**src/rtl/tdm_fsync_pkg.sv**
```systemverilog
package tdm_fsync_pkg;

  localparam int CTRL_W  = 6;
  localparam int EN_B    = 0;
  localparam int SLV_B   = 1;
  localparam int LONG_B  = 2;
  localparam int EARLY_B = 3;
  localparam int HIZ_B   = 4;
  localparam int POL_B   = 5;

  typedef enum logic [1:0] {
    FS_SHORT_LATE  = 2'd0,
    FS_SHORT_EARLY = 2'd1,
    FS_LONG        = 2'd2
  } fs_kind_e;

  function automatic fs_kind_e decode_kind(input logic long_m, input logic early_m);
    if (long_m)       return FS_LONG;
    else if (early_m) return FS_SHORT_EARLY;
    else              return FS_SHORT_LATE;
  endfunction

endpackage

```
**src/rtl/tdm_cfg_check.sv**
```systemverilog
module tdm_cfg_check #(
  parameter int DIV_W   = 10,
  parameter int SLOT_W  = 6,
  parameter int NSLOT_W = 4
) (
  input  logic               clk,
  input  logic               rst_n,
  input  logic [DIV_W-1:0]   frame_div,
  input  logic [SLOT_W-1:0]  tx_slot_bits,
  input  logic [SLOT_W-1:0]  rx_slot_bits,
  input  logic [NSLOT_W-1:0] tx_slots,
  input  logic [NSLOT_W-1:0] rx_slots,
  input  logic               long_mode,
  output logic [SLOT_W-1:0]  slot_len,
  output logic               cfg_err
);

  localparam int PROD_W = SLOT_W + NSLOT_W;
  localparam int CMP_W  = (DIV_W + 1 > PROD_W) ? DIV_W + 1 : PROD_W;

  logic [SLOT_W-1:0]  len_max;
  logic [NSLOT_W-1:0] cnt_max;
  logic [PROD_W-1:0]  need_bits;
  logic [CMP_W-1:0]   frame_len;
  logic               short_frame;
  logic               thin_long;
  logic               err_d;
  logic [SLOT_W-1:0]  len_q;
  logic               err_q;

  always_comb begin
    len_max     = (tx_slot_bits >= rx_slot_bits) ? tx_slot_bits : rx_slot_bits;
    cnt_max     = (tx_slots >= rx_slots) ? tx_slots : rx_slots;
    need_bits   = PROD_W'(len_max) * PROD_W'(cnt_max);
    frame_len   = CMP_W'(frame_div) + CMP_W'(1);
    short_frame = frame_len < CMP_W'(need_bits);
    thin_long   = long_mode && (cnt_max <= NSLOT_W'(1)) && (frame_len <= CMP_W'(len_max));
    err_d       = short_frame || thin_long;
  end

  always_ff @(posedge clk or negedge rst_n) begin
    if (!rst_n) begin
      len_q <= '0;
      err_q <= 1'b0;
    end else begin
      len_q <= len_max;
      err_q <= err_d;
    end
  end

  assign slot_len = len_q;
  assign cfg_err  = err_q;

endmodule

```
**src/rtl/tdm_bclk_src.sv**
```systemverilog
module tdm_bclk_src #(
  parameter int BCLK_HALF = 2
) (
  input  logic clk,
  input  logic rst_n,
  input  logic active,
  input  logic slave,
  input  logic ext_bclk,
  input  logic ext_fsync,
  output logic bclk_q,
  output logic rise_evt,
  output logic fall_evt,
  output logic fs_smp
);

  localparam int HC_W = (BCLK_HALF > 1) ? $clog2(BCLK_HALF) : 1;
  localparam logic [HC_W-1:0] HC_LAST = HC_W'(BCLK_HALF - 1);

  logic [HC_W-1:0] hc_q, hc_d;
  logic            bclk_d;
  logic            m_tick;
  logic            bs1_q, bs2_q, bs3_q;
  logic            fs1_q, fs2_q;

  // master divider: next state
  always_comb begin
    hc_d   = hc_q;
    bclk_d = bclk_q;
    m_tick = 1'b0;
    if (!active || slave) begin
      hc_d   = '0;
      bclk_d = 1'b0;
    end else if (hc_q == HC_LAST) begin
      hc_d   = '0;
      bclk_d = ~bclk_q;
      m_tick = 1'b1;
    end else begin
      hc_d   = hc_q + HC_W'(1);
    end
  end

  always_ff @(posedge clk or negedge rst_n) begin
    if (!rst_n) begin
      hc_q   <= '0;
      bclk_q <= 1'b0;
    end else begin
      hc_q   <= hc_d;
      bclk_q <= bclk_d;
    end
  end

  // pin synchronizers for slave mode
  always_ff @(posedge clk or negedge rst_n) begin
    if (!rst_n) begin
      bs1_q <= 1'b0;
      bs2_q <= 1'b0;
      bs3_q <= 1'b0;
      fs1_q <= 1'b0;
      fs2_q <= 1'b0;
    end else begin
      bs1_q <= ext_bclk;
      bs2_q <= bs1_q;
      bs3_q <= bs2_q;
      fs1_q <= ext_fsync;
      fs2_q <= fs1_q;
    end
  end

  always_comb begin
    if (slave) begin
      rise_evt = active && bs2_q && !bs3_q;
      fall_evt = active && !bs2_q && bs3_q;
    end else begin
      rise_evt = m_tick && !bclk_q;
      fall_evt = m_tick && bclk_q;
    end
    fs_smp = fs2_q;
  end


  master_half_period_chk: assert property (@(posedge clk) disable iff (!rst_n)
    (active && !slave && $past(active) && !$past(slave) && !m_tick) |=> $stable(bclk_q));

endmodule

```
**src/rtl/tdm_frame_ctr.sv**
```systemverilog
module tdm_frame_ctr
  import tdm_fsync_pkg::*;
#(
  parameter int DIV_W  = 10,
  parameter int SLOT_W = 6
) (
  input  logic              clk,
  input  logic              rst_n,
  input  logic              active,
  input  logic              slave,
  input  logic              pol,
  input  fs_kind_e          kind,
  input  logic [DIV_W-1:0]  frame_div,
  input  logic [SLOT_W-1:0] slot_len,
  input  logic              rise_evt,
  input  logic              fall_evt,
  input  logic              fs_smp,
  output logic [DIV_W-1:0]  bit_cnt,
  output logic              fsync,
  output logic              frame_start,
  output logic              tx_shift,
  output logic              rx_sample
);

  localparam int CW = (DIV_W > SLOT_W) ? DIV_W : SLOT_W;

  logic [DIV_W-1:0] cnt_q, cnt_d, cnt_wrap;
  logic             fs_q, fs_d;
  logic             fst_q, fst_d;
  logic             run_q, run_d;
  logic             fsp_q, fsp_d;
  logic             tx_q, tx_d, rx_q, rx_d;

  function automatic logic sync_level(input fs_kind_e k, input logic [DIV_W-1:0] n,
                                      input logic [DIV_W-1:0] last,
                                      input logic [SLOT_W-1:0] len);
    case (k)
      FS_SHORT_EARLY: return n == last;
      FS_LONG:        return CW'(n) < CW'(len);
      default:        return n == '0;
    endcase
  endfunction

  always_comb begin
    cnt_wrap = (cnt_q >= frame_div) ? '0 : cnt_q + DIV_W'(1);
    cnt_d    = cnt_q;
    fs_d     = fs_q;
    fst_d    = 1'b0;
    run_d    = run_q;
    fsp_d    = fsp_q;
    tx_d     = 1'b0;
    rx_d     = 1'b0;
    if (!active) begin
      cnt_d = '0;
      fs_d  = 1'b0;
      run_d = 1'b0;
      fsp_d = 1'b0;
    end else begin
      tx_d = pol ? fall_evt : rise_evt;
      rx_d = pol ? rise_evt : fall_evt;
      if (slave) begin
        fs_d = 1'b0;
        if (rise_evt) begin
          fsp_d = fs_smp;
          if (fs_smp && !fsp_q) begin
            cnt_d = '0;
            fst_d = 1'b1;
            run_d = 1'b1;
          end else if (run_q) begin
            cnt_d = cnt_wrap;
          end
        end
      end else if (rise_evt) begin
        cnt_d = run_q ? cnt_wrap : '0;
        run_d = 1'b1;
        fst_d = (cnt_d == '0);
        fs_d  = sync_level(kind, cnt_d, frame_div, slot_len);
      end
    end
  end

  always_ff @(posedge clk or negedge rst_n) begin
    if (!rst_n) begin
      cnt_q <= '0;
      fs_q  <= 1'b0;
      fst_q <= 1'b0;
      run_q <= 1'b0;
      fsp_q <= 1'b0;
      tx_q  <= 1'b0;
      rx_q  <= 1'b0;
    end else begin
      cnt_q <= cnt_d;
      fs_q  <= fs_d;
      fst_q <= fst_d;
      run_q <= run_d;
      fsp_q <= fsp_d;
      tx_q  <= tx_d;
      rx_q  <= rx_d;
    end
  end

  assign bit_cnt     = cnt_q;
  assign fsync       = fs_q;
  assign frame_start = fst_q;
  assign tx_shift    = tx_q;
  assign rx_sample   = rx_q;


  frame_start_zero_chk: assert property (@(posedge clk) disable iff (!rst_n)
    fst_q |-> (cnt_q == '0));


  late_pulse_pos_chk: assert property (@(posedge clk) disable iff (!rst_n)
    (fs_q && kind == FS_SHORT_LATE && !slave && $stable(kind)) |-> (cnt_q == '0));


  strobe_excl_chk: assert property (@(posedge clk) disable iff (!rst_n)
    !(tx_q && rx_q));

endmodule

```
**src/rtl/tdm_fsync_gen.sv**
```systemverilog
module tdm_fsync_gen
  import tdm_fsync_pkg::*;
#(
  parameter int DIV_W     = 10,
  parameter int SLOT_W    = 6,
  parameter int NSLOT_W   = 4,
  parameter int BCLK_HALF = 2
) (
  input  logic               clk,
  input  logic               rst_n,
  input  logic [5:0]         ctrl_word,
  input  logic [DIV_W-1:0]   frame_div,
  input  logic [SLOT_W-1:0]  tx_slot_bits,
  input  logic [SLOT_W-1:0]  rx_slot_bits,
  input  logic [NSLOT_W-1:0] tx_slots,
  input  logic [NSLOT_W-1:0] rx_slots,
  input  logic               ext_bclk,
  input  logic               ext_fsync,
  output logic               bclk_o,
  output logic               fsync_o,
  output logic               port_drive_o,
  output logic               frame_start_o,
  output logic [DIV_W-1:0]   bit_cnt_o,
  output logic               tx_shift_o,
  output logic               rx_sample_o,
  output logic               config_error_o,
  output logic               tx_hiz_o
);

  logic              en, slave, long_m, early_m, hiz_req, pol;
  fs_kind_e          kind;
  logic              cfg_err;
  logic              active;
  logic [SLOT_W-1:0] slot_len;
  logic              bclk_q, rise_evt, fall_evt, fs_smp;

  always_comb begin
    en      = ctrl_word[EN_B];
    slave   = ctrl_word[SLV_B];
    long_m  = ctrl_word[LONG_B];
    early_m = ctrl_word[EARLY_B];
    hiz_req = ctrl_word[HIZ_B];
    pol     = ctrl_word[POL_B];
    kind    = decode_kind(long_m, early_m);
    active  = en && !cfg_err;
  end

  tdm_cfg_check #(
    .DIV_W  (DIV_W),
    .SLOT_W (SLOT_W),
    .NSLOT_W(NSLOT_W)
  ) i_cfg (
    .clk         (clk),
    .rst_n       (rst_n),
    .frame_div   (frame_div),
    .tx_slot_bits(tx_slot_bits),
    .rx_slot_bits(rx_slot_bits),
    .tx_slots    (tx_slots),
    .rx_slots    (rx_slots),
    .long_mode   (long_m),
    .slot_len    (slot_len),
    .cfg_err     (cfg_err)
  );

  tdm_bclk_src #(
    .BCLK_HALF(BCLK_HALF)
  ) i_bclk (
    .clk      (clk),
    .rst_n    (rst_n),
    .active   (active),
    .slave    (slave),
    .ext_bclk (ext_bclk),
    .ext_fsync(ext_fsync),
    .bclk_q   (bclk_q),
    .rise_evt (rise_evt),
    .fall_evt (fall_evt),
    .fs_smp   (fs_smp)
  );

  tdm_frame_ctr #(
    .DIV_W (DIV_W),
    .SLOT_W(SLOT_W)
  ) i_frame (
    .clk        (clk),
    .rst_n      (rst_n),
    .active     (active),
    .slave      (slave),
    .pol        (pol),
    .kind       (kind),
    .frame_div  (frame_div),
    .slot_len   (slot_len),
    .rise_evt   (rise_evt),
    .fall_evt   (fall_evt),
    .fs_smp     (fs_smp),
    .bit_cnt    (bit_cnt_o),
    .fsync      (fsync_o),
    .frame_start(frame_start_o),
    .tx_shift   (tx_shift_o),
    .rx_sample  (rx_sample_o)
  );

  assign bclk_o         = bclk_q;
  assign port_drive_o   = active && !slave;
  assign config_error_o = cfg_err;
  assign tx_hiz_o       = hiz_req && !active;


  err_idle_chk: assert property (@(posedge clk) disable iff (!rst_n)
    (config_error_o && $past(config_error_o)) |-> (!bclk_o && !fsync_o && bit_cnt_o == '0));


  slave_quiet_chk: assert property (@(posedge clk) disable iff (!rst_n)
    (slave && $past(slave)) |-> (!bclk_o && !fsync_o && !port_drive_o));

endmodule

```
**config.mk**
```make
export PLATFORM = sky130hd
export DESIGN_NAME = tdm_fsync_gen
export DESIGN_NICKNAME = d
export VERILOG_FILES = /design/src/rtl/tdm_fsync_pkg.sv /design/src/rtl/tdm_cfg_check.sv /design/src/rtl/tdm_bclk_src.sv /design/src/rtl/tdm_frame_ctr.sv /design/src/rtl/tdm_fsync_gen.sv
export SDC_FILE = /design/constraint.sdc
export NUM_CORES = 1
export LEC_CHECK = 0
export ABC_AREA = 1
export BUFFER_PORTS_ARGS = -buffer_cell sky130_fd_sc_hd__buf_4
export CAP_MARGIN = 20
export CORE_MARGIN = 10
export CORE_UTILIZATION = 44
export DETAILED_ROUTE_END_ITERATION = 16
export GPL_TIMING_DRIVEN = 1
export PLACE_DENSITY = 0.75
export SETUP_SLACK_MARGIN = 0.02
export SYNTH_ARGS = -nofsm -noshare
export SYNTH_HDL_FRONTEND = slang
export SYNTH_SLANG_ARGS = --single-unit
```
**constraint.sdc**
```tcl
create_clock -name clk -period 2.95 [get_ports clk]
set_input_delay 0.59 -clock clk [delete_from_list [all_inputs] [get_ports clk]]
set_output_delay 0.59 -clock clk [all_outputs]
set_load 0.005 [all_outputs]
```
# --- Word level (Yosys, flattened, before mapping) ---
# Cells that the tools add are included.
word_totals:
  reg_bits: 30
  in_bits: 40
  wordCells: 103
op_classes:
  add_sub_neg: 3
  mul: 1
  n_lt_le_gt_ge: 7
  n_eq_ne: 8
  n_mux: 41
  n_bitwise: 1
  reduce_logical: 26
op_table:
  columns: ["cell", "n"]
  rows:
  - ["10-bit two-way mux", 8]
  - ["1-bit two-way mux", 29]
  - ["1-bit logical AND", 12]
  - ["10-bit by 1-bit adder with 11-bit output, second input constant", 1]
  - ["11-bit by 6-bit <= comparator with 1-bit output", 1]
  - ["11-bit by 10-bit less-than comparator with 1-bit output", 1]
  - ["10-bit by 1-bit adder with 10-bit output, second input constant", 1]
  - ["10-bit equality test", 1]
  - ["10-bit greater-or-equal comparator", 1]
  - ["10-bit zero test", 1]
  - ["10-bit by 6-bit less-than comparator with 1-bit output", 1]
  - ["6-bit by 4-bit multiplier with 10-bit output", 1]
  - ["1-bit zero test", 7]
  - ["6-bit greater-or-equal comparator", 1]
  - ["6-bit two-way mux", 1]
  - ["3-bit by 2-bit inequality test with 1-bit output, second input constant", 2]
  - ["2-bit AND reduction", 3]
  - ["4-bit greater-or-equal comparator", 1]
  - ["4-bit by 1-bit <= comparator with 1-bit output, second input constant", 1]
  - ["4-bit two-way mux", 1]
  - ["4-bit by 2-bit inequality test with 1-bit output, second input constant", 1]
  - ["2-bit by 1-bit equality test with 1-bit output, second input constant", 1]
  - ["2-bit equality test, second input constant", 1]
  - ["1-bit logical OR", 2]
  - ["7 further kinds", 7]

# --- Depth between registers and ports, before layout ---
# Gate-level depths: netlist of the first run.
depth:
  ltp_word: 10
  mapped_depth: 28

# --- Modules after synthesis ---
# A second synthesis of the first run with hierarchy kept.
unflattened:
  cells_unflattened: 577
  area_unflattened_um2: 3858.7
modules_own_cells:
  columns: ["module", "instances", "cells_each", "area_per_inst_um2", "seq_area_each_um2"]
  rows:
  - ["tdm_cfg_check", 1, 273, 1836.8, 175.2]
  - ["tdm_frame_ctr", 1, 272, 1732.9, 400.4]
  - ["tdm_bclk_src", 1, 24, 252.7, 175.2]
  - ["tdm_fsync_gen", 1, 8, 36.3, 0.0]

# --- Least setup slack after synthesis of the first run ---
# Ideal clock, no wire load.
synth_path:
  kind: "in2reg"
  startpoint: "input port rx_slot_bits[5]"
  endpoint: "register i_cfg.err_q, in the netlist i_cfg.cfg_err"
  setup_ns: 0.065
  arrival_ns: 4.835
  t_required_ns: 2.885
  path_slack_ns: -1.950
  path_stages: 26
  n_path_buf: 1
  cell_sequence: "inv_1 ha_1 a21oi_1 o21a_1 nand3_1 buf_2 o21ai_1 nor2_1 fa_1 inv_1 fa_1 inv_1 ha_1 a21oi_1 nand2_1 a21oi_1 o21ai_0 a21o_1 a21oi_1 xor2_1 ha_1 nand4_1 nor2_1 a211oi_1 nand2_1 nand2_1"
synth_between:
  elab_chain_len: 5
  elab_cells_between_ends: 7
synth_lines:
  columns: ["item", "line", "rtl"]
  rows:
  - ["start, declared", "tdm_fsync_gen.sv:14", "input logic [SLOT_W-1:0] rx_slot_bits,"]
  - ["6-bit greater-or-equal comparator", "tdm_cfg_check.sv:32", "len_max = (tx_slot_bits >= rx_slot_bits) ? tx_slot_bits : rx_slot_bits;"]
  - ["6-bit two-way mux *", "tdm_cfg_check.sv:32", null]
  - ["6-bit by 4-bit multiplier with 10-bit output or 11-bit by 6-bit <= comparator with 1-bit output (tied branches)", "tdm_cfg_check.sv:34, tdm_cfg_check.sv:37", null]
  - ["11-bit by 10-bit less-than comparator with 1-bit output or 1-bit logical AND (tied branches)", "tdm_cfg_check.sv:36, tdm_cfg_check.sv:37", null]
  - ["1-bit logical OR *", "tdm_cfg_check.sv:38", "err_d = short_frame || thin_long;"]
  - ["named net i_cfg.err_d", "tdm_cfg_check.sv:27", "logic err_d;"]
  - ["end signal, assigned", "tdm_cfg_check.sv:47", "err_q <= err_d;"]
  - ["end, declared", "tdm_cfg_check.sv:29", "logic err_q;"]
# Mark *: on every way through the listed nets, which the timed path passes. The rest lies on a longest branch.
# A chain may end at the register's enable or synchronous reset.

# --- Worst setup path in the final report of the first run ---
layout_path:
  startpoint: "input port rx_slots[1]"
  endpoint: "register i_cfg.err_q, in the netlist i_cfg.cfg_err"
layout_between:
  elab_chain_len: 6
  elab_cells_between_ends: 8
layout_lines:
  columns: ["item", "line", "rtl"]
  rows:
  - ["start, declared", "tdm_fsync_gen.sv:16", "input logic [NSLOT_W-1:0] rx_slots,"]
  - ["4-bit greater-or-equal comparator", "tdm_cfg_check.sv:33", "cnt_max = (tx_slots >= rx_slots) ? tx_slots : rx_slots;"]
  - ["4-bit two-way mux *", "tdm_cfg_check.sv:33", null]
  - ["branches (longest 3 deep; another with 11-bit by 10-bit less-than comparator with 1-bit output)", null, null]
  - ["1-bit logical OR *", "tdm_cfg_check.sv:38", null]
  - ["named net i_cfg.err_d", "tdm_cfg_check.sv:27", null]
# Mark *: on every way through the listed nets, which the timed path passes.

==> results of run 1 <==
cells in the final DEF (no fill, tap or decap), types with 4 or more instances in the layout:
cell type	synthesis	routed
sky130_fd_sc_hd__a21oi_1	19	13
sky130_fd_sc_hd__a21oi_2	0	5
sky130_fd_sc_hd__buf_4	0	114
sky130_fd_sc_hd__clkbuf_8	0	6
sky130_fd_sc_hd__dfrtp_1	30	30
sky130_fd_sc_hd__fa_1	8	8
sky130_fd_sc_hd__ha_1	56	50
sky130_fd_sc_hd__ha_4	0	6
sky130_fd_sc_hd__inv_1	121	110
sky130_fd_sc_hd__inv_2	1	10
sky130_fd_sc_hd__nand2_1	123	116
sky130_fd_sc_hd__nand2_2	1	8
sky130_fd_sc_hd__nand3_1	35	33
sky130_fd_sc_hd__nand4_1	15	15
sky130_fd_sc_hd__nor2_1	40	37
sky130_fd_sc_hd__nor2_4	5	5
sky130_fd_sc_hd__nor3_1	4	4
sky130_fd_sc_hd__o211ai_1	4	4
sky130_fd_sc_hd__o21ai_0	12	8
sky130_fd_sc_hd__o21ai_1	8	4
sky130_fd_sc_hd__o21ai_4	0	5
sky130_fd_sc_hd__o22ai_1	8	8
sky130_fd_sc_hd__xor2_1	14	14
worst paths after layout:
path / depth (start not counted) / endpoint / from / slack [ns]
setup / recovery: 29 / i_cfg.cfg_err$_DFF_PN0_ / rx_slots[1] / -1.70
hold / removal: 1 / i_frame.bit_cnt[8]$_DFFE_PN0P_ / rst_n / 0.22
setup reg to reg: 18 / i_frame.fsync$_DFFE_PN0P_ / i_frame.bit_cnt[7]$_DFFE_PN0P_ / 0.26
hold reg to reg: 0 / i_bclk.fs_smp$_DFF_PN0_ / i_bclk.fs1_q$_DFF_PN0_ / 0.36
max in group asynchronous: 1 / i_frame.fsp_q$_DFFE_PN0P_ / rst_n / 2.44
min in group clk: 0 / i_bclk.fs_smp$_DFF_PN0_ / i_bclk.fs1_q$_DFF_PN0_ / 0.36
power groups by stage:
stage	Clock [mW]	Sequential [mW]	Combinational, mW
global route	0.381	0.467	1.54
finish	0.355	0.463	1.36
detailed placement	0	0.472	1.26
floorplan	0	0.462	0.785
global placement	0	0.471	1.20
CTS	0.362	0.464	1.31
registers in the layout, indices dropped and copies added, names as in the netlist:
name	flops
i_frame.bit_cnt	10
i_cfg.slot_len	6
i_bclk.bclk_q	1
i_bclk.bs1_q	1
i_bclk.bs2_q	1
i_bclk.bs3_q	1
i_bclk.fs1_q	1
i_bclk.fs_smp	1
i_bclk.hc_q	1
i_cfg.cfg_err	1
i_frame.frame_start	1
i_frame.fsp_q	1
i_frame.fsync	1
i_frame.run_q	1
i_frame.rx_sample	1
i_frame.tx_shift	1
what timing repair did:
action / 4_1_cts / 5_1_grt
gates cloned: 0 / 0
endpoints found under the hold margin: 0 / 0
gates resized for setup: 13 / 11
setup buffers: 3 / 1
pin swaps: 19 / 8
endpoints found under the setup margin: 1 / 2
hold buffers: 0 / 0
area by class of cell:
class,count,area [um2]
inverters,122,473.0
clock inverters,2,12.51
flip-flops and latches,30,750.7
clock buffers,6,82.58
fillers,711,3182
repair buffers,117,889.6
well taps,105,131.4
multi-input cells,372,2613
critical path: cells and delay by family:
kind | cells | cell delay [ns]
compound gates | 7 | 1.01
buf+inv | 6 | 0.40
fa+ha+maj | 5 | 1.74
simple gates | 10 | 1.02
xor+xnor | 1 | 0.08
per-layer routing:
| metal | GRT usage | vias to the layer above |
|---|---|---|
| li1 | - | 1920 |
| met1 | 0.1579 | 1711 |
| met2 | 0.2881 | 99 |
| met3 | 0.02381 | 22 |
| met4 | 0.05990 | 0 |
| met5 | 0 | - |
kinds of logic (layout without fill, tap and decap cells):
logic type	after synthesis	count (layout)	synth area share
AO/OA/AOI/OAI	61	61	0.09890
XOR/XNOR	17	17	0.04101
adder cells (fa/ha/maj)	64	64	0.2371
buffers and inverters	127	247	0.1344
flip-flops	30	30	0.2068
multiplexers	1	1	0.002757
AND/OR/NAND/NOR	229	229	0.2791
==> impl.org, run 1 <==
** Run status
- Outcome :: finished with violations
- Failing checks :: negative setup slack

** Die
- The floorplan step defined a die boundary enclosing 12290 um2.
- IO Pins :: 58
- The die is 110.8 um wide.
- In this run the core area contains 33 standard-cell rows.
- Starting density of the core :: 0.4464
- Area inside the core boundary :: 8134 um2
- The die is 110.8 um tall.

** Synthesis
- In the synthesized netlist the async set-or-reset flop fraction comes to 1.000.
- The share of the Yosys chip area taken by registers is 0.2068.
- Cell accounting for the most synthesized area :: sky130_fd_sc_hd__dfrtp_1
- Post-Syn Instances :: 529
- The Yosys step of the flow raised 0 warnings.
- Ranked by total cell area, the synthesized netlist is headed by sky130_fd_sc_hd__dfrtp_1 21%, sky130_fd_sc_hd__ha_1 19%, sky130_fd_sc_hd__nand2_1 13%, sky130_fd_sc_hd__inv_1 13%, sky130_fd_sc_hd__nand3_1 4.8%.
- The number of nets in the synthesized netlist is 633.
- Synthesis inferred 30 register bits.
- For this run, the leading register cell type out of synthesis is sky130_fd_sc_hd__dfrtp_1.
- Cell area after technology mapping :: 3631 um2
- Yosys top cell area share :: 0.2068
- The commonest cells after synthesis are 123 x sky130_fd_sc_hd__nand2_1, 121 x sky130_fd_sc_hd__inv_1, 56 x sky130_fd_sc_hd__ha_1.
- Top-count cell post-synth :: sky130_fd_sc_hd__nand2_1
- Number of flops mapped to enable cells by yosys :: 0
- In this run, distinct cell masters in the synthesized netlist total 34.
- In this run the mean area of a mapped cell was 6.864 um2.

** STA
- Fin crit share :: 1.575
- Normalized max-slew margin :: 0.6479
- The number of endpoints with negative hold slack in the final report was 0.
- In the final timing run, aggregate negative setup slack is -1.696 ns.
- The final count of pins violating max slew is 0.
- Final setup violation count :: 1
- Setup slack after layout :: -1.696 ns
- Measured slew at the worst slew-check pin :: 0.5281 ns
- Based on the critical path, the design can be clocked at up to 0.2153 GHz.
- Setup repair after global routing could not meet its margin everywhere.
- Hold is met by 0.2192 ns.
- Final critical path time including I/O delays and setup :: 4.646 ns
- For the final database, setup skew stands at 0.006612 ns.

** Final layout
- The finished cells cover 4952 um2.
- At the end of the flow the core is filled with cells to 0.6088.
- Once layout is complete, the cells apart from fillers number 754.
- Ant diodes :: 0
- In the final design database the tool counted 752 nets.
- Synth-to-Final Area Change :: 36.39%
- Layout cells sized above 1 :: 0.2773

** Pwr
- Sequential fraction of design power :: 0.213
- VDD sags by at most 0.2196 mV.
- Dividing total power by cell area gives a power density of 440.0 nW/um2.
- Of the total power, the share spent switching nets is 0.4067.
- In this run the power spent charging and discharging nets is 0.8861 mW.
- Total chip power :: 2.179 mW
- Logic pwr share :: 0.624
- The share of total power dissipated in the clock network is 0.163.
- For this design the static power due to leakage is 2.856 nW.
- The internal power of the cells totals 1.293 mW.

** Clocking
- The clock reaches the later pin of the worst-skew pair after 0.29 ns.
- Counting the buffers created by CTS gives 5.
- CTS tree :: yes
- Master cell of the clock root buffer :: sky130_fd_sc_hd__clkbuf_8
- Clock-pin slew was measured on the worst setup and hold paths at 0.07 ns.
- Clock sink count :: 30
- The clock passes through at most 2 buffers.
- In this run the number of H-tree levels came out at 2.

** GRT
- The via count of the first global-routing pass was 3833.
- First-pass GRT wire length :: 16.30 mm
- The initial antenna violation count was 0.
- Global-route congestion overflow total :: 0
- GRT Resource Usage Total :: 0.1504
- Entering global routing, the biggest net connects 31 pins.

** Setup path
- Cell with the biggest individual delay on the critical path :: sky130_fd_sc_hd__fa_1
- The worst setup path is captured at a register.
- Critical Path Fanout Max :: 7
- STA classifies the critical path startpoint as a primary input.
- The worst setup path is of the in2reg kind.
- STA puts the critical path data required time at 3.14 ns.
- Dominant cell type by count on the critical path :: sky130_fd_sc_hd__nand2_1
- Largest stage delay on the critical path :: 0.53 ns
- For the worst setup path, the data arrival time is 4.83 ns.

** Worst hold path
- Min-Delay Path Class :: in2async

** Detailed routing
- Wire segments on met2 add up to 5.124 mm in the final route.
- Summing over every cut layer, the via total after detailed routing is 3752.
- The count of nets left with antenna violations once routing finished came out at 0.
- Detailed routing placed a total of 370 um of wire on met3.
- The first routing iteration left 134 violations.
- Top routing layer used :: met4
- DRC violation count after routing :: 0
- First-pass iteration count of the detailed router :: 4
- WL final :: 9.620 mm
- Average wire per cell in the routed design :: 12.76 um
- In the final routing, the length of wire on met1 measures 3.864 mm.
- After detailed routing, the number of vias per cell comes to 4.976.

** Place
- Detailed placement finished with a half-perimeter wire length of 8.046 mm.
- I/O Buffers :: 57
- Last weighted congestion value of the routability-driven placer :: 0.9184
- Summing all placed instances gives a cell area of 4738 um2.
- Prior to clock tree synthesis, the placed netlist has a worst setup slack of -2.077 ns.
- Placed cells :: 742

** Job
- Count of maximum capacitance violations :: 0
(Power assumes the default switching activity.)
==> run 2: changes to the inputs <==
- CORE_UTILIZATION: 44 -> 25
- PLACE_DENSITY: 0.75 -> 0.52
==> impl.org, run 2 (same netlist as run 1, synthesis figures left out) <==
** Run status
- Outcome: finished with violations (unchanged).
- Failing checks :: negative setup slack (unchanged)

** STA
- Measured slew at the worst slew-check pin :: 0.5969 ns (was 0.5281 ns)
- The worst slew margin relative to its limit was 0.6021 (was 0.6479).
- Highest clock rate :: 0.2206 GHz (was 0.2153 GHz)
- The worst-case setup margin in the final layout was -1.583 ns (was -1.696 ns).
- The clock period minus worst slack came to 4.533 ns (was 4.646 ns).
- The number of endpoints with negative hold slack in the final report was 0 (unchanged).
- The setup skew after layout came to 0.005094 ns (was 0.006612 ns).
- The setup-violating endpoint count in the final report came to 1 (unchanged).
- Fin crit share :: 1.537 (was 1.575)
- The final count of pins violating max slew came to 0 (unchanged).
- RSZ-0062 raised after global routing :: yes (unchanged)
- Worst hold slack across all endpoints :: 0.2248 ns (was 0.2192 ns)
- The accumulated negative setup slack was -1.583 ns (was -1.696 ns).

** Die
- The number of standard-cell rows in the floorplan is 43 (was 33).
- IO Pins :: 58 (unchanged)
- Chip Width :: 140.5 um (was 110.8 um)
- Die outline height :: 140.5 um (was 110.8 um)
- Die Area :: 19740 um2 (was 12290 um2)
- Area inside the core boundary :: 14040 um2 (was 8134 um2)
- The initial core utilization is 0.2586 (was 0.4464).

** Detailed routing
- Via-per-instance ratio :: 4.430 (was 4.976)
- WL final :: 10.62 mm (was 9.620 mm)
- The average wire per cell in the routed design is 12.56 um (was 12.76 um).
- First-pass iteration count of the detailed router :: 4 (unchanged)
- The vias after detailed routing was 3743 (was 3752).
- Antenna Violating Nets Remaining :: 0 (unchanged)
- Starting DRT DRC Count :: 140 (was 134)
- The post-route DRC violation count came to 0 (unchanged).

** Clocking
- Master cell of the clock root buffer :: sky130_fd_sc_hd__clkbuf_16 (was sky130_fd_sc_hd__clkbuf_8)
- The clock buffer count from CTS came to 5 (unchanged).
- Clock sink count :: 30 (unchanged)
- Clock latency at the later pin of the worst-skew pair :: 0.28 ns (was 0.29 ns)
- Buffer depth of the longest clock path :: 2 (unchanged)
- Clock transition time at the flip-flop clock pins of the worst setup and hold paths :: 0.06 ns (was 0.07 ns)
- The H-tree level count was 2 (unchanged).
- CTS tree :: yes (unchanged)

** Setup path
- The path depth of the worst reg2reg path was 19 (was 18).
- The worst endpoint data arrival time came to 4.75 ns (was 4.83 ns).
- The cell repeated most along the worst path is sky130_fd_sc_hd__nand2_1 (unchanged).
- The kind of capture point of the worst setup path is a register (unchanged).
- R2r endpoint :: i_frame.fsync$_DFFE_PN0P_ (unchanged)
- Critical Path Fanout Max :: 8 (was 7)
- Largest stage delay on the critical path :: 0.53 ns (about the same)
- The path type of the worst setup path is in2reg (unchanged).
- The cell with the largest stage delay on the worst path was sky130_fd_sc_hd__fa_1 (unchanged).
- The required time reported for the critical path endpoint was 3.17 ns (was 3.14 ns).
- The launching element type of the critical path was a primary input (unchanged).
- The flop-to-flop setup slack is 0.31 ns (was 0.26 ns).
- Critical register-to-register path startpoint :: i_frame.bit_cnt[0]$_DFFE_PN0P_ (was i_frame.bit_cnt[7]$_DFFE_PN0P_)

** Place
- The half-perimeter wire length after placement came to 8.991 mm (was 8.046 mm).
- The placement-stage worst setup slack is -2.031 ns (was -2.077 ns).
- Last weighted congestion value of the routability-driven placer :: 0.8740 (was 0.9184)
- I/O Buffers :: 57 (unchanged)

** GRT
- The global-route wire length before repair was 18.05 mm (was 16.30 mm).
- Number of antenna violations at the first check in global routing :: 0 (unchanged)
- Via count of the first global-routing pass :: 3965 (was 3833)
- The leftover overflow at the end of global routing came to 0 (unchanged).
- Pin count of the biggest net entering global routing :: 31 (unchanged)
- GRT Resource Usage Total :: 0.1080 (was 0.1504)

** Pwr
- The highest ir drop seen on vdd is 0.2086 mV (was 0.2196 mV).
- Leakage power summed over all cells :: 2.957 nW (was 2.856 nW)
- The power per cell area came to 452.1 nW/um2 (was 440.0 nW/um2).

** Final layout
- The fraction of layout instances using a drive strength above 1 is 0.2857 (was 0.2773).
- Ant diodes :: 0 (unchanged)
- The final layout net count is 768 (was 752).
- Most frequent cells in the layout :: 130 x sky130_fd_sc_hd__buf_4, 120 x sky130_fd_sc_hd__nand2_1, 112 x sky130_fd_sc_hd__inv_1, 50 x sky130_fd_sc_hd__ha_1, 37 x sky130_fd_sc_hd__nor2_1 (was 116 x sky130_fd_sc_hd__nand2_1, 114 x sky130_fd_sc_hd__buf_4, 110 x sky130_fd_sc_hd__inv_1, 50 x sky130_fd_sc_hd__ha_1, 37 x sky130_fd_sc_hd__nor2_1)
- The final core utilization was 0.3696 (was 0.6088).
- The most common library cell in the layout ignoring fill and taps is sky130_fd_sc_hd__buf_4 (was sky130_fd_sc_hd__nand2_1).
- Max reg flops :: 10 (unchanged)
- The area growth from synthesis to layout is 42.94% (was 36.39%).

** Worst hold path
- The class of the most critical hold timing path was in2async (unchanged).

** Job
- The number of maximum-capacitance constraint violations is 0 (unchanged).
run 2: changes by cell type in the layout (fill, tap and decap cells not counted), moves of 4 or more:
cell	previous run	this run
sky130_fd_sc_hd__clkbuf_8	6	1
sky130_fd_sc_hd__buf_4	114	130
sky130_fd_sc_hd__nand2_1	116	120
sky130_fd_sc_hd__nand2_2	8	4
sky130_fd_sc_hd__clkbuf_16	0	5
run 2: worst max path at each step:
| stage | from | end | slack, ns | depth (start not counted) |
|---|---|---|---|---|
| global placement | rx_slots[1] | i_cfg.cfg_err$_DFF_PN0_ | -1.90 | 28 |
| global route | rx_slots[1] | i_cfg.cfg_err$_DFF_PN0_ | -1.95 | 28 |
| floorplan | rx_slot_bits[1] | i_cfg.cfg_err$_DFF_PN0_ | -1.63 | 27 |
| detailed placement | rx_slot_bits[1] | i_cfg.cfg_err$_DFF_PN0_ | -2.03 | 29 |
| finish | rx_slots[1] | i_cfg.cfg_err$_DFF_PN0_ | -1.58 | 29 |
| CTS | rx_slots[1] | i_cfg.cfg_err$_DFF_PN0_ | -1.55 | 29 |
run 2: worst max-delay path: cells and delay by family:
| kind | cells | cell delay (ns) |
|---|---|---|
| AOI/OAI and AO/OA | 8 | 1.04 |
| xor gates and xnor gates | 1 | 0.16 |
| adders and majority gates | 5 | 1.70 |
| buffers and inverters | 6 | 0.40 |
| and+or+nand+nor | 9 | 0.84 |
run 2: routing by layer:
metal  GRT usage  part of all wire  vias to the layer above
met2      0.1956              0.50                       65
met5           0                 0                        -
li1            -                 -                     1954
met1      0.1237              0.44                     1708
met4     0.03587             0.022                        0
met3     0.01995             0.035                       16
run 2: power by group:
group / internal (mW) / switching, mW / total [mW]
Combinational: 0.674 / 0.677 / 1.35
Clock: 0.334 / 0.197 / 0.531
Sequential: 0.442 / 0.0225 / 0.465
Total: 1.45 / 0.897 / 2.35
run 2: per-stage QoR:
stage	instance area, um2	power, mW	instances
final	5190	2.346	845
after global routing	5190	2.567	845
after CTS	5175	2.363	844
after detailed placement	4952	1.755	833
after global placement	4952	1.721	833
after floorplan	3795	1.247	529
run 2: final cells by class:
class	instances	area, um2
Fill cell	1438	8852
Multi-Input combinational cell	372	2580
Timing Repair Buffer	133	1010
Sequential cell	30	750.7
Inverter	122	473.0
Tap cell	180	225.2
Clock buffer	6	138.9
Clock inverter	2	12.51
run 2: what timing repair did:
| action | in CTS | in global routing |
|---|---|---|
| hold buffers | 0 | 0 |
| setup endpoints to repair | 1 | 1 |
| endpoints found under the hold margin | 0 | 0 |
| gates resized for setup | 13 | 2 |
| buffers inserted | 3 | 1 |
| pin swaps | 19 | 2 |
==> run 3: changes to the inputs <==
- ABC_AREA: 1 -> default
==> impl.org, run 3 <==
** Clocking
- The buffer depth of the longest clock path is 2 (unchanged).
- The clock buffer count from CTS came to 5 (unchanged).
- The TritonCTS clock tree was yes (unchanged).
- Master cell of the clock root buffer :: sky130_fd_sc_hd__clkbuf_16 (unchanged)
- Maximum level of the CTS H-tree :: 2 (unchanged)
- The worst-skew pair later-pin latency is 0.28 ns (about the same).
- The clock sink count came to 30 (unchanged).
- The clock transition time at the flip-flop clock pins of the worst setup and hold paths is 0.06 ns (about the same).

** Synthesis
- Cell area after technology mapping :: 3650 um2 (was 3631 um2)
- The post-synthesis sequential element count is 30 (unchanged).
- The combinational family with the most area after synthesis is adder cells (was simple AND/OR/NAND/NOR gates).
- Simple-gate portion of the synthesized area :: 0.1807 (was 0.2791)
- Leading cell types by count after synthesis :: 56 x sky130_fd_sc_hd__ha_1, 54 x sky130_fd_sc_hd__inv_1, 40 x sky130_fd_sc_hd__nor2_1 (was 123 x sky130_fd_sc_hd__nand2_1, 121 x sky130_fd_sc_hd__inv_1, 56 x sky130_fd_sc_hd__ha_1)
- The number of enable-type register cells in the synthesized netlist is 0 (unchanged).
- Area share of xor/xnor cells in the synthesized design :: 0.07131 (was 0.04101)
- Area fraction in compound gates after synthesis :: 0.1814 (was 0.09890)
- The post-synthesis async set-or-reset flop share came to 1.000 (unchanged).
- The post-synthesis adder-cell area fraction was 0.2359 (was 0.2371).
- Register area share after synthesis :: 0.2057 (was 0.2068)
- The synthesized instance count came to 432 (was 529).
- Top-count cell post-synth :: sky130_fd_sc_hd__ha_1 (was sky130_fd_sc_hd__nand2_1)
- Cell accounting for the most synthesized area :: sky130_fd_sc_hd__dfrtp_1 (unchanged)
- Synth top area cells: sky130_fd_sc_hd__dfrtp_1 21%, sky130_fd_sc_hd__ha_1 19%, sky130_fd_sc_hd__inv_1 5.6%, sky130_fd_sc_hd__fa_1 4.4%, sky130_fd_sc_hd__nor2_1 4.1% (was sky130_fd_sc_hd__dfrtp_1 21%, sky130_fd_sc_hd__ha_1 19%, sky130_fd_sc_hd__nand2_1 13%, sky130_fd_sc_hd__inv_1 13%, sky130_fd_sc_hd__nand3_1 4.8%).
- Most used flip-flop cell after synthesis :: sky130_fd_sc_hd__dfrtp_1 (unchanged)
- The top-area cell type share of the netlist area came to 0.2057 (was 0.2068).
- Number of distinct library cells after synthesis :: 67 (was 34)
- The proportion of synthesized area in mux cells was 0.04182 (was 0.002757).
- The count of yosys warnings during synthesis is 0 (unchanged).
- Mean Syn Cell Area :: 8.448 um2 (was 6.864 um2)
- The post-synthesis net count was 536 (was 633).

** Setup path
- Type of element launching the critical path :: primary input (unchanged)
- Element type at the critical path end :: register (unchanged)
- CP Data Arrival Time :: 5.35 ns (was 4.75 ns)
- Family with the most delay on the worst path :: compound AO/OA/AOI/OAI gates (was adder cells)
- Critical Path Fanout Max :: 5 (was 8)
- The cell with the largest stage delay on the worst path is sky130_fd_sc_hd__fa_1 (unchanged).
- The cell repeated most along the worst path was sky130_fd_sc_hd__a21o_1 (was sky130_fd_sc_hd__nand2_1).
- The delay contributed by the slowest stage of the critical path came to 0.51 ns (was 0.53 ns).
- Critical register-to-register path startpoint :: i_frame.bit_cnt[0]$_DFFE_PN0P_ (unchanged)
- CP required :: 3.16 ns (was 3.17 ns)
- The start point of the critical path is tx_slot_bits[0] (was rx_slots[1]).
- Buffering stage count on the worst path with inverters included :: 4 (was 6)
- Critical path type :: in2reg (unchanged)

** Job
- Count of maximum capacitance violations :: 0 (unchanged)

** GRT
- The maximum number of pins on one net before global-route repair came to 31 (unchanged).
- The initial antenna violation count is 0 (unchanged).
- Global-route congestion overflow total :: 0 (unchanged)
- Via count of the first global-routing pass :: 3744 (was 3965)
- The combined global-route utilization of all metal layers was 0.1092 (was 0.1080).
- First-pass GRT wire length :: 18.09 mm (was 18.05 mm)

** Final layout
- The final core utilization is 0.3673 (was 0.3696).
- The number of flip-flops under the largest register name is 10 (unchanged).
- Leading cell type in the layout, fill and taps excluded :: sky130_fd_sc_hd__buf_4 (unchanged)
- Layout cells sized above 1 :: 0.3646 (was 0.2857)
- Ant diodes :: 0 (unchanged)
- Most frequent cells in the layout: 134 x sky130_fd_sc_hd__buf_4, 48 x sky130_fd_sc_hd__ha_1, 47 x sky130_fd_sc_hd__inv_1, 37 x sky130_fd_sc_hd__nor2_1, 30 x sky130_fd_sc_hd__dfrtp_1 (was 130 x sky130_fd_sc_hd__buf_4, 120 x sky130_fd_sc_hd__nand2_1, 112 x sky130_fd_sc_hd__inv_1, 50 x sky130_fd_sc_hd__ha_1, 37 x sky130_fd_sc_hd__nor2_1).
- Synth-to-Final Area Change :: 45.15% (was 42.94%)
- Number of nets in the layout :: 668 (was 768)

** Detailed routing
- The post-route DRC violation count came to 0 (unchanged).
- WL final :: 10.86 mm (was 10.62 mm)
- Antenna Violating Nets Remaining :: 0 (unchanged)
- Average wire per cell in the routed design :: 14.50 um (was 12.56 um)
- Starting DRT DRC Count :: 126 (was 140)
- The via-per-instance ratio is 4.666 (was 4.430).
- The number of iterations in the first detailed-routing pass came to 4 (unchanged).
- The vias after detailed routing was 3495 (was 3743).

** STA
- Highest clock rate :: 0.1945 GHz (was 0.2206 GHz)
- The number of endpoints with negative hold slack in the final report came to 0 (unchanged).
- RSZ-0062 raised after global routing: yes (unchanged).
- Fin crit share :: 1.743 (was 1.537)
- Final clock skew :: 0.003704 ns (was 0.005094 ns)
- Final Max Slew Viols :: 0 (unchanged)
- Setup slack after layout :: -2.193 ns (was -1.583 ns)
- The slew of the pin with the lowest slew margin was 0.4099 ns (was 0.5969 ns).
- Normalized max-slew margin :: 0.7268 (was 0.6021)
- Final critical path time including I/O delays and setup :: 5.143 ns (was 4.533 ns)
- The setup-violating endpoint count in the final report is 2 (was 1).
- Sum of negative setup slack :: -2.290 ns (was -1.583 ns)
- Worst hold slack across all endpoints :: 0.2421 ns (was 0.2248 ns)

** Pwr
- Leakage power summed over all cells :: 2.590 nW (was 2.957 nW)
- The highest ir drop seen on vdd came to 0.1915 mV (was 0.2086 mV).
- Pwr Density :: 382.7 nW/um2 (was 452.1 nW/um2)
- Total chip power :: 2.027 mW (was 2.346 mW)

** Die
- The die footprint is 19830 um2 (was 19740 um2).
- The number of standard-cell rows in the floorplan was 44 (was 43).
- Starting density of the core :: 0.2530 (was 0.2586)
- Chip Width :: 140.8 um (was 140.5 um)
- The vertical die dimension came to 140.8 um (was 140.5 um).
- Area inside the core boundary :: 14420 um2 (was 14040 um2)
- The number of I/O pins came to 58 (unchanged).

** Place
- The half-perimeter wire length after placement was 9.217 mm (was 8.991 mm).
- The placer congestion estimate is 0.8245 (was 0.8740).
- I/O Buffers :: 57 (unchanged)

** Run status
- Failing checks :: negative setup slack (unchanged)
- Outcome: finished with violations (unchanged).

** Worst hold path
- Min-Delay Path Class :: in2async (unchanged)
==> run 3: cell types whose count changed in the layout (fill, tap and decap cells not counted), moves of 7 or more <==
cell                      previous run  this run
sky130_fd_sc_hd__nand2_1           120        23
sky130_fd_sc_hd__a21o_1              3        13
sky130_fd_sc_hd__xnor2_1             3        16
sky130_fd_sc_hd__nand3_1            33        14
sky130_fd_sc_hd__inv_1             112        47
sky130_fd_sc_hd__o21ai_0             8        20
sky130_fd_sc_hd__o22ai_1             8         1
sky130_fd_sc_hd__nand4_1            15         5
==> run 3: timing repair <==
| item | in CTS | in global routing |
|---|---|---|
| pin swaps | 3 | 2 |
| setup endpoints to repair | 2 | 2 |
| hold buffers | 0 | 0 |
| resized for setup | 12 | 6 |
| setup buffers | 1 | 0 |
==> run 3: through the flow <==
step,cells,cell area (um2),setup slack (ns)
detailed placement,740,5059,-2.639
global route,749,5298,-2.443
floorplan,432,3902,-2.171
finish,749,5298,-2.193
global placement,740,5059,-2.445
CTS,749,5258,-2.239
==> run 3: power breakdown <==
part	internal, mW	switching (mW)	total, mW
logic	0.524	0.518	1.04
clock network	0.334	0.201	0.535
registers	0.436	0.0146	0.450
total	1.29	0.734	2.03
==> run 3: area by class of cell <==
cell class | count | area, um2
Sequential cell | 30 | 750.7
Multi-Input combinational cell | 335 | 2867
Timing Repair Buffer | 138 | 1072
Inverter | 54 | 226.5
Fill cell | 1506 | 9126
Clock buffer | 6 | 138.9
Clock inverter | 2 | 12.51
Tap cell | 184 | 230.2
==> run 3: final timing paths <==
| path | to | slack, ns | depth (start not counted) |
|---|---|---|---|
| setup / recovery | i_cfg.cfg_err$_DFF_PN0_ | -2.19 | 27 |
| hold / removal | i_frame.rx_sample$_DFF_PN0_ | 0.24 | 1 |
| setup reg to reg | i_frame.fsync$_DFFE_PN0P_ | -0.10 | 15 |
| hold reg to reg | i_bclk.bs2_q$_DFF_PN0_ | 0.35 | 0 |
| max in group asynchronous | i_cfg.slot_len[4]$_DFF_PN0_ | 2.41 | 1 |
| min in group clk | i_bclk.bs2_q$_DFF_PN0_ | 0.35 | 0 |
==> run 3: worst reg2reg max path: stages (launching register included) <==
cell and delay [ns]:
sky130_fd_sc_hd__dfrtp_1 0.41, sky130_fd_sc_hd__inv_4 0.08, sky130_fd_sc_hd__ha_4 0.20, sky130_fd_sc_hd__or3b_4 0.37
sky130_fd_sc_hd__o2111ai_2 0.08, sky130_fd_sc_hd__a221oi_2 0.10, sky130_fd_sc_hd__or2_4 0.27, sky130_fd_sc_hd__nor2_2 0.09
sky130_fd_sc_hd__ha_1 0.24, sky130_fd_sc_hd__a21o_1 0.16, sky130_fd_sc_hd__a21o_1 0.16, sky130_fd_sc_hd__a21oi_2 0.12
sky130_fd_sc_hd__o21ai_2 0.09, sky130_fd_sc_hd__a2111oi_4 0.29, sky130_fd_sc_hd__o31a_1 0.20, sky130_fd_sc_hd__a32o_1 0.13
==> run 3: logic make-up after synthesis <==
logic type               count (synthesis)
AND/OR/NAND/NOR                        128
AO/OA/AOI/OAI                          100
buffers and inverters                   67
adder cells (fa/ha/maj)                 64
flip-flops                              30
XOR/XNOR                                28
multiplexers                            15
==> run 3: per-layer routing <==
layer / GRT usage / share of wire
met5: 0 / 0
met1: 0.1244 / 0.43
met4: 0.02880 / 0.013
met3: 0.02452 / 0.044
met2: 0.1990 / 0.51
